**src/rtl/uia_pkg.sv**
```systemverilog
package uia_pkg;
  localparam int KIND_W = 3;

  typedef enum logic [KIND_W-1:0] {
    KIND_RX    = 3'd0,
    KIND_TX    = 3'd1,
    KIND_COS   = 3'd2,
    KIND_OTHER = 3'd3
  } src_kind_e;

  typedef enum logic [1:0] {
    VF_PLAIN     = 2'd0,
    VF_CHAN      = 2'd1,
    VF_CHAN_KIND = 2'd2,
    VF_PLAIN_ALT = 2'd3
  } vec_fmt_e;
endpackage

```
**src/rtl/uia_prio_select.sv**
```systemverilog
module uia_prio_select #(
  parameter int NUM_CH   = 4,
  parameter int NUM_KIND = 4,
  parameter int PRIO_W   = 4,
  localparam int NSRC    = NUM_CH * NUM_KIND,
  localparam int CH_W    = (NUM_CH > 1) ? $clog2(NUM_CH) : 1
) (
  input  logic [NSRC-1:0]        req_i,
  input  logic [NSRC-1:0]        en_i,
  input  logic [NSRC*PRIO_W-1:0] prio_i,
  input  logic [PRIO_W-1:0]      thresh_i,
  output logic                   any_o,
  output logic [CH_W-1:0]        win_ch_o,
  output logic [uia_pkg::KIND_W-1:0] win_kind_o
);
  logic [NSRC-1:0] qual;

  // qualification per source
  for (genvar s = 0; s < NSRC; s++) begin : g_qual
    assign qual[s] = req_i[s] & en_i[s] & (prio_i[s*PRIO_W +: PRIO_W] > thresh_i);
  end

  // ascending scan with strict compare keeps the lowest index on ties
  always_comb begin
    logic [PRIO_W-1:0] best;
    any_o      = 1'b0;
    best       = '0;
    win_ch_o   = '0;
    win_kind_o = '0;
    for (int c = 0; c < NUM_CH; c++) begin
      for (int k = 0; k < NUM_KIND; k++) begin
        if (qual[c*NUM_KIND+k] &&
            (!any_o || (prio_i[(c*NUM_KIND+k)*PRIO_W +: PRIO_W] > best))) begin
          any_o      = 1'b1;
          best       = prio_i[(c*NUM_KIND+k)*PRIO_W +: PRIO_W];
          win_ch_o   = CH_W'(c);
          win_kind_o = uia_pkg::KIND_W'(k);
        end
      end
    end
  end
endmodule

```
**src/rtl/uia_ctx_build.sv**
```systemverilog
module uia_ctx_build #(
  parameter int NUM_CH = 4,
  parameter int FILL_W = 5,
  localparam int CH_W  = (NUM_CH > 1) ? $clog2(NUM_CH) : 1,
  localparam int CTX_W = 1 + CH_W + uia_pkg::KIND_W + FILL_W
) (
  input  logic                       any_i,
  input  logic [CH_W-1:0]            ch_i,
  input  logic [uia_pkg::KIND_W-1:0] kind_i,
  input  logic [NUM_CH*FILL_W-1:0]   rx_fill_i,
  input  logic [NUM_CH*FILL_W-1:0]   tx_fill_i,
  output logic [CTX_W-1:0]           ctx_o
);
  import uia_pkg::*;

  logic [FILL_W-1:0] rx_sel, tx_sel, fill;

  always_comb begin
    rx_sel = '0;
    tx_sel = '0;
    for (int c = 0; c < NUM_CH; c++) begin
      if (ch_i == CH_W'(c)) begin
        rx_sel = rx_fill_i[c*FILL_W +: FILL_W];
        tx_sel = tx_fill_i[c*FILL_W +: FILL_W];
      end
    end
  end

  always_comb begin
    unique case (src_kind_e'(kind_i))
      KIND_RX: fill = rx_sel;
      KIND_TX: fill = tx_sel;
      default: fill = '0;
    endcase
  end

  assign ctx_o = any_i ? {1'b1, ch_i, kind_i, fill} : '0;
endmodule

```
**src/rtl/uia_vec_format.sv**
```systemverilog
module uia_vec_format #(
  parameter int CH_W   = 2,
  parameter int FILL_W = 5,
  parameter int VEC_W  = 8,
  localparam int KIND_W = uia_pkg::KIND_W,
  localparam int CTX_W  = 1 + CH_W + KIND_W + FILL_W,
  localparam int LOW_CK = CH_W + KIND_W
) (
  input  logic [CTX_W-1:0] ctx_i,
  input  logic [1:0]       fmt_i,
  input  logic [VEC_W-1:0] base_i,
  output logic [VEC_W-1:0] vec_o
);
  import uia_pkg::*;

  logic              valid;
  logic [CH_W-1:0]   ch;
  logic [KIND_W-1:0] kind;
  logic [FILL_W-1:0] fill_unused;

  assign {valid, ch, kind, fill_unused} = ctx_i;

  always_comb begin
    vec_o = base_i;
    if (valid) begin
      unique case (vec_fmt_e'(fmt_i))
        VF_CHAN:      vec_o = {base_i[VEC_W-1:CH_W], ch};
        VF_CHAN_KIND: vec_o = {base_i[VEC_W-1:LOW_CK], ch, kind};
        default:      vec_o = base_i;
      endcase
    end
  end

  logic unused_ok;
  assign unused_ok = ^fill_unused;
endmodule

```
**src/rtl/uia_arbiter_top.sv**
```systemverilog
module uia_arbiter_top #(
  parameter int NUM_CH   = 4,
  parameter int NUM_KIND = 4,
  parameter int PRIO_W   = 4,
  parameter int FILL_W   = 5,
  parameter int VEC_W    = 8,
  localparam int NSRC    = NUM_CH * NUM_KIND,
  localparam int CH_W    = (NUM_CH > 1) ? $clog2(NUM_CH) : 1,
  localparam int CTX_W   = 1 + CH_W + uia_pkg::KIND_W + FILL_W
) (
  input  logic                     clk,
  input  logic                     rst_n,
  input  logic [NSRC-1:0]          src_req_i,
  input  logic [NSRC-1:0]          src_en_i,
  input  logic [NSRC*PRIO_W-1:0]   src_prio_i,
  input  logic [PRIO_W-1:0]        thresh_i,
  input  logic [1:0]               vec_fmt_i,
  input  logic [VEC_W-1:0]         vec_base_i,
  input  logic [NUM_CH*FILL_W-1:0] rx_fill_i,
  input  logic [NUM_CH*FILL_W-1:0] tx_fill_i,
  input  logic                     iack_n_i,
  output logic                     irq_o,
  output logic [VEC_W-1:0]         vec_o,
  output logic [CTX_W-1:0]         ctx_o
);
  // reset: asserted asynchronously, released on the clock
  logic [1:0] rst_sync_q;
  logic       rst_int_n;

  always_ff @(posedge clk or negedge rst_n) begin
    if (!rst_n) rst_sync_q <= 2'b00;
    else        rst_sync_q <= {rst_sync_q[0], 1'b1};
  end
  assign rst_int_n = rst_sync_q[1];

  logic                       live_any;
  logic [CH_W-1:0]            live_ch;
  logic [uia_pkg::KIND_W-1:0] live_kind;
  logic [CTX_W-1:0]           live_ctx;

  uia_prio_select #(.NUM_CH(NUM_CH), .NUM_KIND(NUM_KIND), .PRIO_W(PRIO_W)) u_sel (
    .req_i(src_req_i), .en_i(src_en_i), .prio_i(src_prio_i), .thresh_i(thresh_i),
    .any_o(live_any), .win_ch_o(live_ch), .win_kind_o(live_kind)
  );

  uia_ctx_build #(.NUM_CH(NUM_CH), .FILL_W(FILL_W)) u_ctx (
    .any_i(live_any), .ch_i(live_ch), .kind_i(live_kind),
    .rx_fill_i(rx_fill_i), .tx_fill_i(tx_fill_i), .ctx_o(live_ctx)
  );

  // state
  logic             ack_prev_q, ack_prev_d;
  logic             irq_q, irq_d;
  logic [CTX_W-1:0] ctx_q, ctx_d;
  logic             ctx_en;

  // next state: context freezes once the strobe has been low for a full sample
  always_comb begin
    ack_prev_d = iack_n_i;
    irq_d      = live_any;
    ctx_en     = iack_n_i | ack_prev_q;
    ctx_d      = live_ctx;
  end

  always_ff @(posedge clk or negedge rst_int_n) begin
    if (!rst_int_n) begin
      ack_prev_q <= 1'b1;
      irq_q      <= 1'b0;
      ctx_q      <= '0;
    end else begin
      ack_prev_q <= ack_prev_d;
      irq_q      <= irq_d;
      if (ctx_en) ctx_q <= ctx_d;
    end
  end

  assign irq_o = irq_q;
  assign ctx_o = ctx_q;

  uia_vec_format #(.CH_W(CH_W), .FILL_W(FILL_W), .VEC_W(VEC_W)) u_vec (
    .ctx_i(ctx_q), .fmt_i(vec_fmt_i), .base_i(vec_base_i), .vec_o(vec_o)
  );
endmodule

```
**config.mk**
```make
export PLATFORM = sky130hd
export DESIGN_NAME = uia_arbiter_top
export DESIGN_NICKNAME = d
export VERILOG_FILES = /design/src/rtl/uia_pkg.sv /design/src/rtl/uia_prio_select.sv /design/src/rtl/uia_ctx_build.sv /design/src/rtl/uia_vec_format.sv /design/src/rtl/uia_arbiter_top.sv
export SDC_FILE = /design/constraint.sdc
export NUM_CORES = 1
export LEC_CHECK = 0
export BUFFER_PORTS_ARGS = -buffer_cell sky130_fd_sc_hd__buf_2
export CORE_UTILIZATION = 54
export CTS_CLUSTER_SIZE = 30
export DETAILED_ROUTE_END_ITERATION = 12
export PLACE_DENSITY = 0.87
export SETUP_SLACK_MARGIN = 0.4
export SLEW_MARGIN = 10
export SYNTH_ARGS = -nofsm -noshare
export SYNTH_HDL_FRONTEND = slang
export SYNTH_SLANG_ARGS = --single-unit
```
**constraint.sdc**
```tcl
create_clock -name clk -period 1.7 [get_ports clk]
set_clock_uncertainty 0.2 [all_clocks]
set_input_delay 0.34 -clock clk [delete_from_list [all_inputs] [get_ports clk]]
set_output_delay 0.34 -clock clk [all_outputs]
set_load 0.005 [all_outputs]
```
==> flow_metrics.env, run 1 <==
export IMPL_post_place_ws_ps=-22190
export IMPL_cts_resized=120
export IMPL_syn_inst=686
export IMPL_synth_top_cell_area_share=0.278
export IMPL_hpwl_um=20500
export IMPL_async_flop_share=1.00
export IMPL_status="did not finish"
export IMPL_clkSinkCount=14
export IMPL_rows=35
export IMPL_synth_edff_count=0
export IMPL_place_gp_congestion=0.953
export IMPL_initial_core_util=0.569
export IMPL_synth_main_ff_cell="dfrtp_1"
export IMPL_place_area_sq_um=8410
export IMPL_fp_dieW_um=102
export IMPL_synth_area_per_cell_sq_um=7.80
export IMPL_io_pins=173
export IMPL_synth_nets=958
export IMPL_cts_max_level=1
export IMPL_haltStage="4_1_cts"
export IMPL_ctsHoldBuffers=1
export IMPL_cts_setup_buffers=60
export IMPL_portBuffers=165
export IMPL_yosysMostFrequentCell="ha_1"
export IMPL_synth_commonest_cells="ha_1 (119), inv_1 (56), a21oi_1 (49), nor2_1 (38), nand2_1 (34)"
export IMPL_clock_root_buffer="clkbuf_8"
export IMPL_tool_error="[ERROR DPL-0038] Utilization greater than 100%, impossible to legalize"
export IMPL_synth_seq_cells=14
export IMPL_yosysSeqAreaShare=0.0657
export IMPL_yosys_warnings=0
export IMPL_die_h_um=102
export IMPL_ys_types=74
export IMPL_synth_area_leaders="ha_1 (28%), dfrtp_1 (6.1%), a21oi_1 (4.6%)"
export IMPL_synth_top_area_cell="ha_1"
export IMPL_cts_buffer_depth=2
export IMPL_cts_made_buffers=3
export IMPL_syn_area_sq_um=5350
kinds of logic after synthesis:
family                   count (synthesis)  synth area share
AND/OR/NAND/NOR                        223             0.226
flip-flops                              14            0.0657
other                                    2           0.00140
adder cells (fa/ha/maj)                120             0.280
multiplexers                            32            0.0636
AO/OA/AOI/OAI                          225             0.309
buffers and inverters                   70            0.0540
per-stage QoR:
step / cells / setup TNS (ps)
2_1_floorplan: 686 / -185400
3_3_place_gp: 1189 / -187590
3_5_place_dp: 1189 / -202640
==> run 2, diff against run 1 <==
--- a/config.mk
+++ b/config.mk
@@ -6,11 +6,9 @@
 export NUM_CORES = 1
 export LEC_CHECK = 0
 export BUFFER_PORTS_ARGS = -buffer_cell sky130_fd_sc_hd__buf_2
-export CORE_UTILIZATION = 54
-export CTS_CLUSTER_SIZE = 30
+export CORE_UTILIZATION = 40
 export DETAILED_ROUTE_END_ITERATION = 12
-export PLACE_DENSITY = 0.87
-export SETUP_SLACK_MARGIN = 0.4
+export PLACE_DENSITY_LB_ADDON = 0.15
 export SLEW_MARGIN = 10
 export SYNTH_ARGS = -nofsm -noshare
 export SYNTH_HDL_FRONTEND = slang
==> flow_metrics.env, run 2 <==
export IMPL_status="finished with violations"
export IMPL_failed_checks="negative hold slack, negative setup slack"
export IMPL_ys_types=74
export IMPL_switching_share=0.425
export IMPL_power_density_nw_per_um2=721
export IMPL_slowest_delay_ps=540
export IMPL_crit_path_frequent_cell="a21oi_2"
export IMPL_cp_slowest_cell="nor4_1"
export IMPL_p_clk_frac=0.061
export IMPL_finalNetCount=1406
export IMPL_vdd_drop_max_mv=0.418
export IMPL_cts_made_buffers=3
export IMPL_cp_data_required_time_ps=1640
export IMPL_clkSinkCount=14
export IMPL_synth_top_cell_area_share=0.278
export IMPL_dieArea_sq_um=13900
export IMPL_finalHoldWorstSlack_ps=-2.76
export IMPL_antenna_found_initial=0
export IMPL_synth_commonest_cells="ha_1 (119), inv_1 (56), a21oi_1 (49), nor2_1 (38), nand2_1 (34)"
export IMPL_yosysMostFrequentCell="ha_1"
export IMPL_io_pins=173
export IMPL_synth_nets=958
export IMPL_fin_crit_ps=22540
export IMPL_route_detailed_drc=0
export IMPL_detail_route_vias_per_cell=5.75
export IMPL_syn_area_sq_um=5350
export IMPL_seqPwrFrac=0.077
export IMPL_layout_cells_non_filler=1305
export IMPL_grt_pass1_wl_um=35300
export IMPL_critPathLaunchType="input port"
export IMPL_first_pass_iters=5
export IMPL_die_h_um=118
export IMPL_hold_viol=5
export IMPL_p_switching_uw=3070
export IMPL_grt_max_degree=16
export IMPL_synth_top_area_cell="ha_1"
export IMPL_cp_end_kind="register"
export IMPL_critical_path_class="input port to register"
export IMPL_crit_fanout=5
export IMPL_fp_dieW_um=118
export IMPL_clock_root_buffer="clkbuf_16"
export IMPL_final_antenna_net_count=0
export IMPL_cts_max_level=1
export IMPL_synth_area_leaders="ha_1 (28%), dfrtp_1 (6.1%), a21oi_1 (4.6%)"
export IMPL_cts_buffer_depth=2
export IMPL_r2r_cells=6
export IMPL_largest_reg_flops=10
export IMPL_synth_main_ff_cell="dfrtp_1"
export IMPL_hpwl_um=17200
export IMPL_synth_area_per_cell_sq_um=7.80
export IMPL_yosys_warnings=0
export IMPL_arrival_ps=22490
export IMPL_yosysSeqAreaShare=0.0657
export IMPL_max_cap_violations=0
export IMPL_slew_violations=0
export IMPL_grt_overflow=0
export IMPL_antenna_cells=0
export IMPL_syn_inst=686
export IMPL_r2r_setup_slack_ps=-130
export IMPL_final_common_cell="buf_4"
export IMPL_insertion_delay_ps=240
export IMPL_hold_class="register to async pin"
export IMPL_rsz0062_at_grt="yes"
export IMPL_cts_tree="yes"
export IMPL_gr_usage_all_layers=0.303
export IMPL_fin_ws_ps=-20840
export IMPL_p_int_uw=4150
export IMPL_slew_headroom=0.524
export IMPL_post_route_period_util=13.3
export IMPL_routed_wl_um=23100
export IMPL_dp_cells=1247
export IMPL_p_total_uw=7210
export IMPL_core_sq_um=12800
export IMPL_clkTransAtPathRegs_ps=50
export IMPL_portBuffers=165
export IMPL_drive_gt1_frac=0.592
export IMPL_finalSetupViolCount=15
export IMPL_vias=7505
export IMPL_place_gp_congestion=0.931
export IMPL_combinationalPowerShare=0.862
export IMPL_async_flop_share=1.00
export IMPL_power_leakage_uw=0.00482
export IMPL_wire_per_inst_um=17.7
export IMPL_fmax_mhz=44.4
export IMPL_layout_common_cells="buf_4 (274), buf_2 (160), ha_1 (85), inv_1 (40), ha_4 (33)"
export IMPL_drtIter0Drc=451
export IMPL_grt_pass1_vias=7601
export IMPL_worst_pin_slew_ps=705
export IMPL_synth_edff_count=0
export IMPL_synth_seq_cells=14
export IMPL_area_delta_synth_final_pct=86.8
export IMPL_rows=41
export IMPL_initial_core_util=0.417
[run 2: cell counts after synthesis]
No cell type changed its count.
[run 2: worst max-delay path: cells and delay by family]
family	cells	cell delay, ps
and+or+nand+nor	42	6090
buffers and inverters	14	1320
muxes	4	1220
adders and majority gates	17	4310
AOI/OAI and AO/OA	58	9120
[run 2: final cells by class]
cell class	count	area (sq um)
multi-input cells	602	5980
repair buffers	457	3150
fillers	882	2820
flip-flops and latches	14	352
inverters	56	229
well taps	172	215
clock buffers	4	78.8
[run 2: power groups by stage]
| stage | Sequential (uW) | Clock (uW) | Combinational, uW |
|---|---|---|---|
| floorplan | 526 | 0 | 2790 |
| global placement | 522 | 0 | 4580 |
| detailed placement | 531 | 0 | 4810 |
| CTS | 538 | 441 | 5540 |
| global route | 569 | 460 | 6670 |
| finish | 555 | 438 | 6220 |
[run 2: worst paths after layout]
path,from,endpoint
max,thresh_i[1],ctx_o[0]
min,rst_sync_q[1],irq_o
max reg2reg,ack_prev_q,ctx_o[0]
min reg2reg,rst_sync_q[1],irq_o
max in group asynchronous,rst_sync_q[1],ack_prev_q
min in group clk,iack_n_i,ack_prev_q
[run 2: layer usage]
layer  track usage  vias up  wire, um  share of wire
met5             0        -         0              0
met4        0.0705        0       514          0.022
met3        0.0242       54      1020          0.044
met2         0.570      258     11800           0.51
met1         0.369     3614      9730           0.42
li1              -     3579         -              -
[run 2: through the flow]
step / setup WS, ps / area (sq um) / setup TNS, ps / hold slack (ps) / util
2_1_floorplan: -20520 / 5800 / -185400 / -156 / -
3_3_place_gp: -20590 / 8550 / -189260 / -75.2 / 0.667
3_5_place_dp: -21500 / 8550 / -197810 / -73.6 / 0.667
4_1_cts: -20360 / 9480 / -186070 / 4.00 / 0.739
5_1_grt: -21830 / 10000 / -199820 / 16.6 / 0.780
6_report: -20840 / 10000 / -190830 / -2.76 / 0.780
[run 2: cell families after synthesis]
logic type,after synthesis,share of synthesized area
buf+inv,70,0.0540
other cells,2,0.00140
simple gates,223,0.226
compound gates,225,0.309
flops,14,0.0657
mux,32,0.0636
fa+ha+maj,120,0.280
[run 2: repair_timing]
item                                    CTS  global route
setup buffers                            41            18
endpoints found under the setup margin   16            16
pin swaps                                83            44
endpoints found under the hold margin     2             0
hold buffers                              1             0
gates resized for setup                 105            79
(Power assumes the default switching activity.)
==> run 3, diff against run 2 <==
--- a/config.mk
+++ b/config.mk
@@ -6,7 +6,7 @@
 export NUM_CORES = 1
 export LEC_CHECK = 0
 export BUFFER_PORTS_ARGS = -buffer_cell sky130_fd_sc_hd__buf_2
-export CORE_UTILIZATION = 40
+export CORE_UTILIZATION = 54
 export DETAILED_ROUTE_END_ITERATION = 12
 export PLACE_DENSITY_LB_ADDON = 0.15
 export SLEW_MARGIN = 10
==> flow_metrics.env, run 3 <==
export IMPL_hpwl_um=18500
export IMPL_clock_root_buffer="clkbuf_8"
export IMPL_synth_commonest_cells="ha_1 (119), inv_1 (56), a21oi_1 (49), nor2_1 (38), nand2_1 (34)"
export IMPL_clkSinkCount=14
export IMPL_fp_dieW_um=102
export IMPL_yosysMostFrequentCell="ha_1"
export IMPL_yosysSeqAreaShare=0.0657
export IMPL_portBuffers=165
export IMPL_place_gp_congestion=0.967
export IMPL_ys_types=74
export IMPL_synth_top_area_cell="ha_1"
export IMPL_tool_error="[ERROR DPL-0038] Utilization greater than 100%, impossible to legalize"
export IMPL_status="did not finish"
export IMPL_synth_edff_count=0
export IMPL_syn_inst=686
export IMPL_yosys_warnings=0
export IMPL_cts_setup_buffers=74
export IMPL_rows=35
export IMPL_synth_top_cell_area_share=0.278
export IMPL_cts_max_level=1
export IMPL_io_pins=173
export IMPL_synth_seq_cells=14
export IMPL_synth_main_ff_cell="dfrtp_1"
export IMPL_synth_area_per_cell_sq_um=7.80
export IMPL_ctsHoldBuffers=1
export IMPL_cts_resized=127
export IMPL_async_flop_share=1.00
export IMPL_initial_core_util=0.569
export IMPL_dp_cells=1201
export IMPL_die_h_um=102
export IMPL_cts_buffer_depth=2
export IMPL_syn_area_sq_um=5350
export IMPL_synth_area_leaders="ha_1 (28%), dfrtp_1 (6.1%), a21oi_1 (4.6%)"
export IMPL_cts_made_buffers=3
export IMPL_haltStage="4_1_cts"
export IMPL_synth_nets=958
export IMPL_post_place_ws_ps=-21750
-- run 3: cell counts after synthesis --
Identical to the previous run, type by type.
-- run 3: cells by family after synthesis --
family	Yosys count	synth area share
DFF	14	0.0657
adders and majority gates	120	0.280
buffers and inverters	70	0.0540
AOI/OAI and AO/OA	225	0.309
muxes	32	0.0636
other	2	0.00140
and+or+nand+nor	223	0.226
-- run 3: metrics by stage --
stage	instance area, sq um	hold slack (ps)
after detailed placement	8470	-72.7
after floorplan	5800	-156
after global placement	8470	-76.4
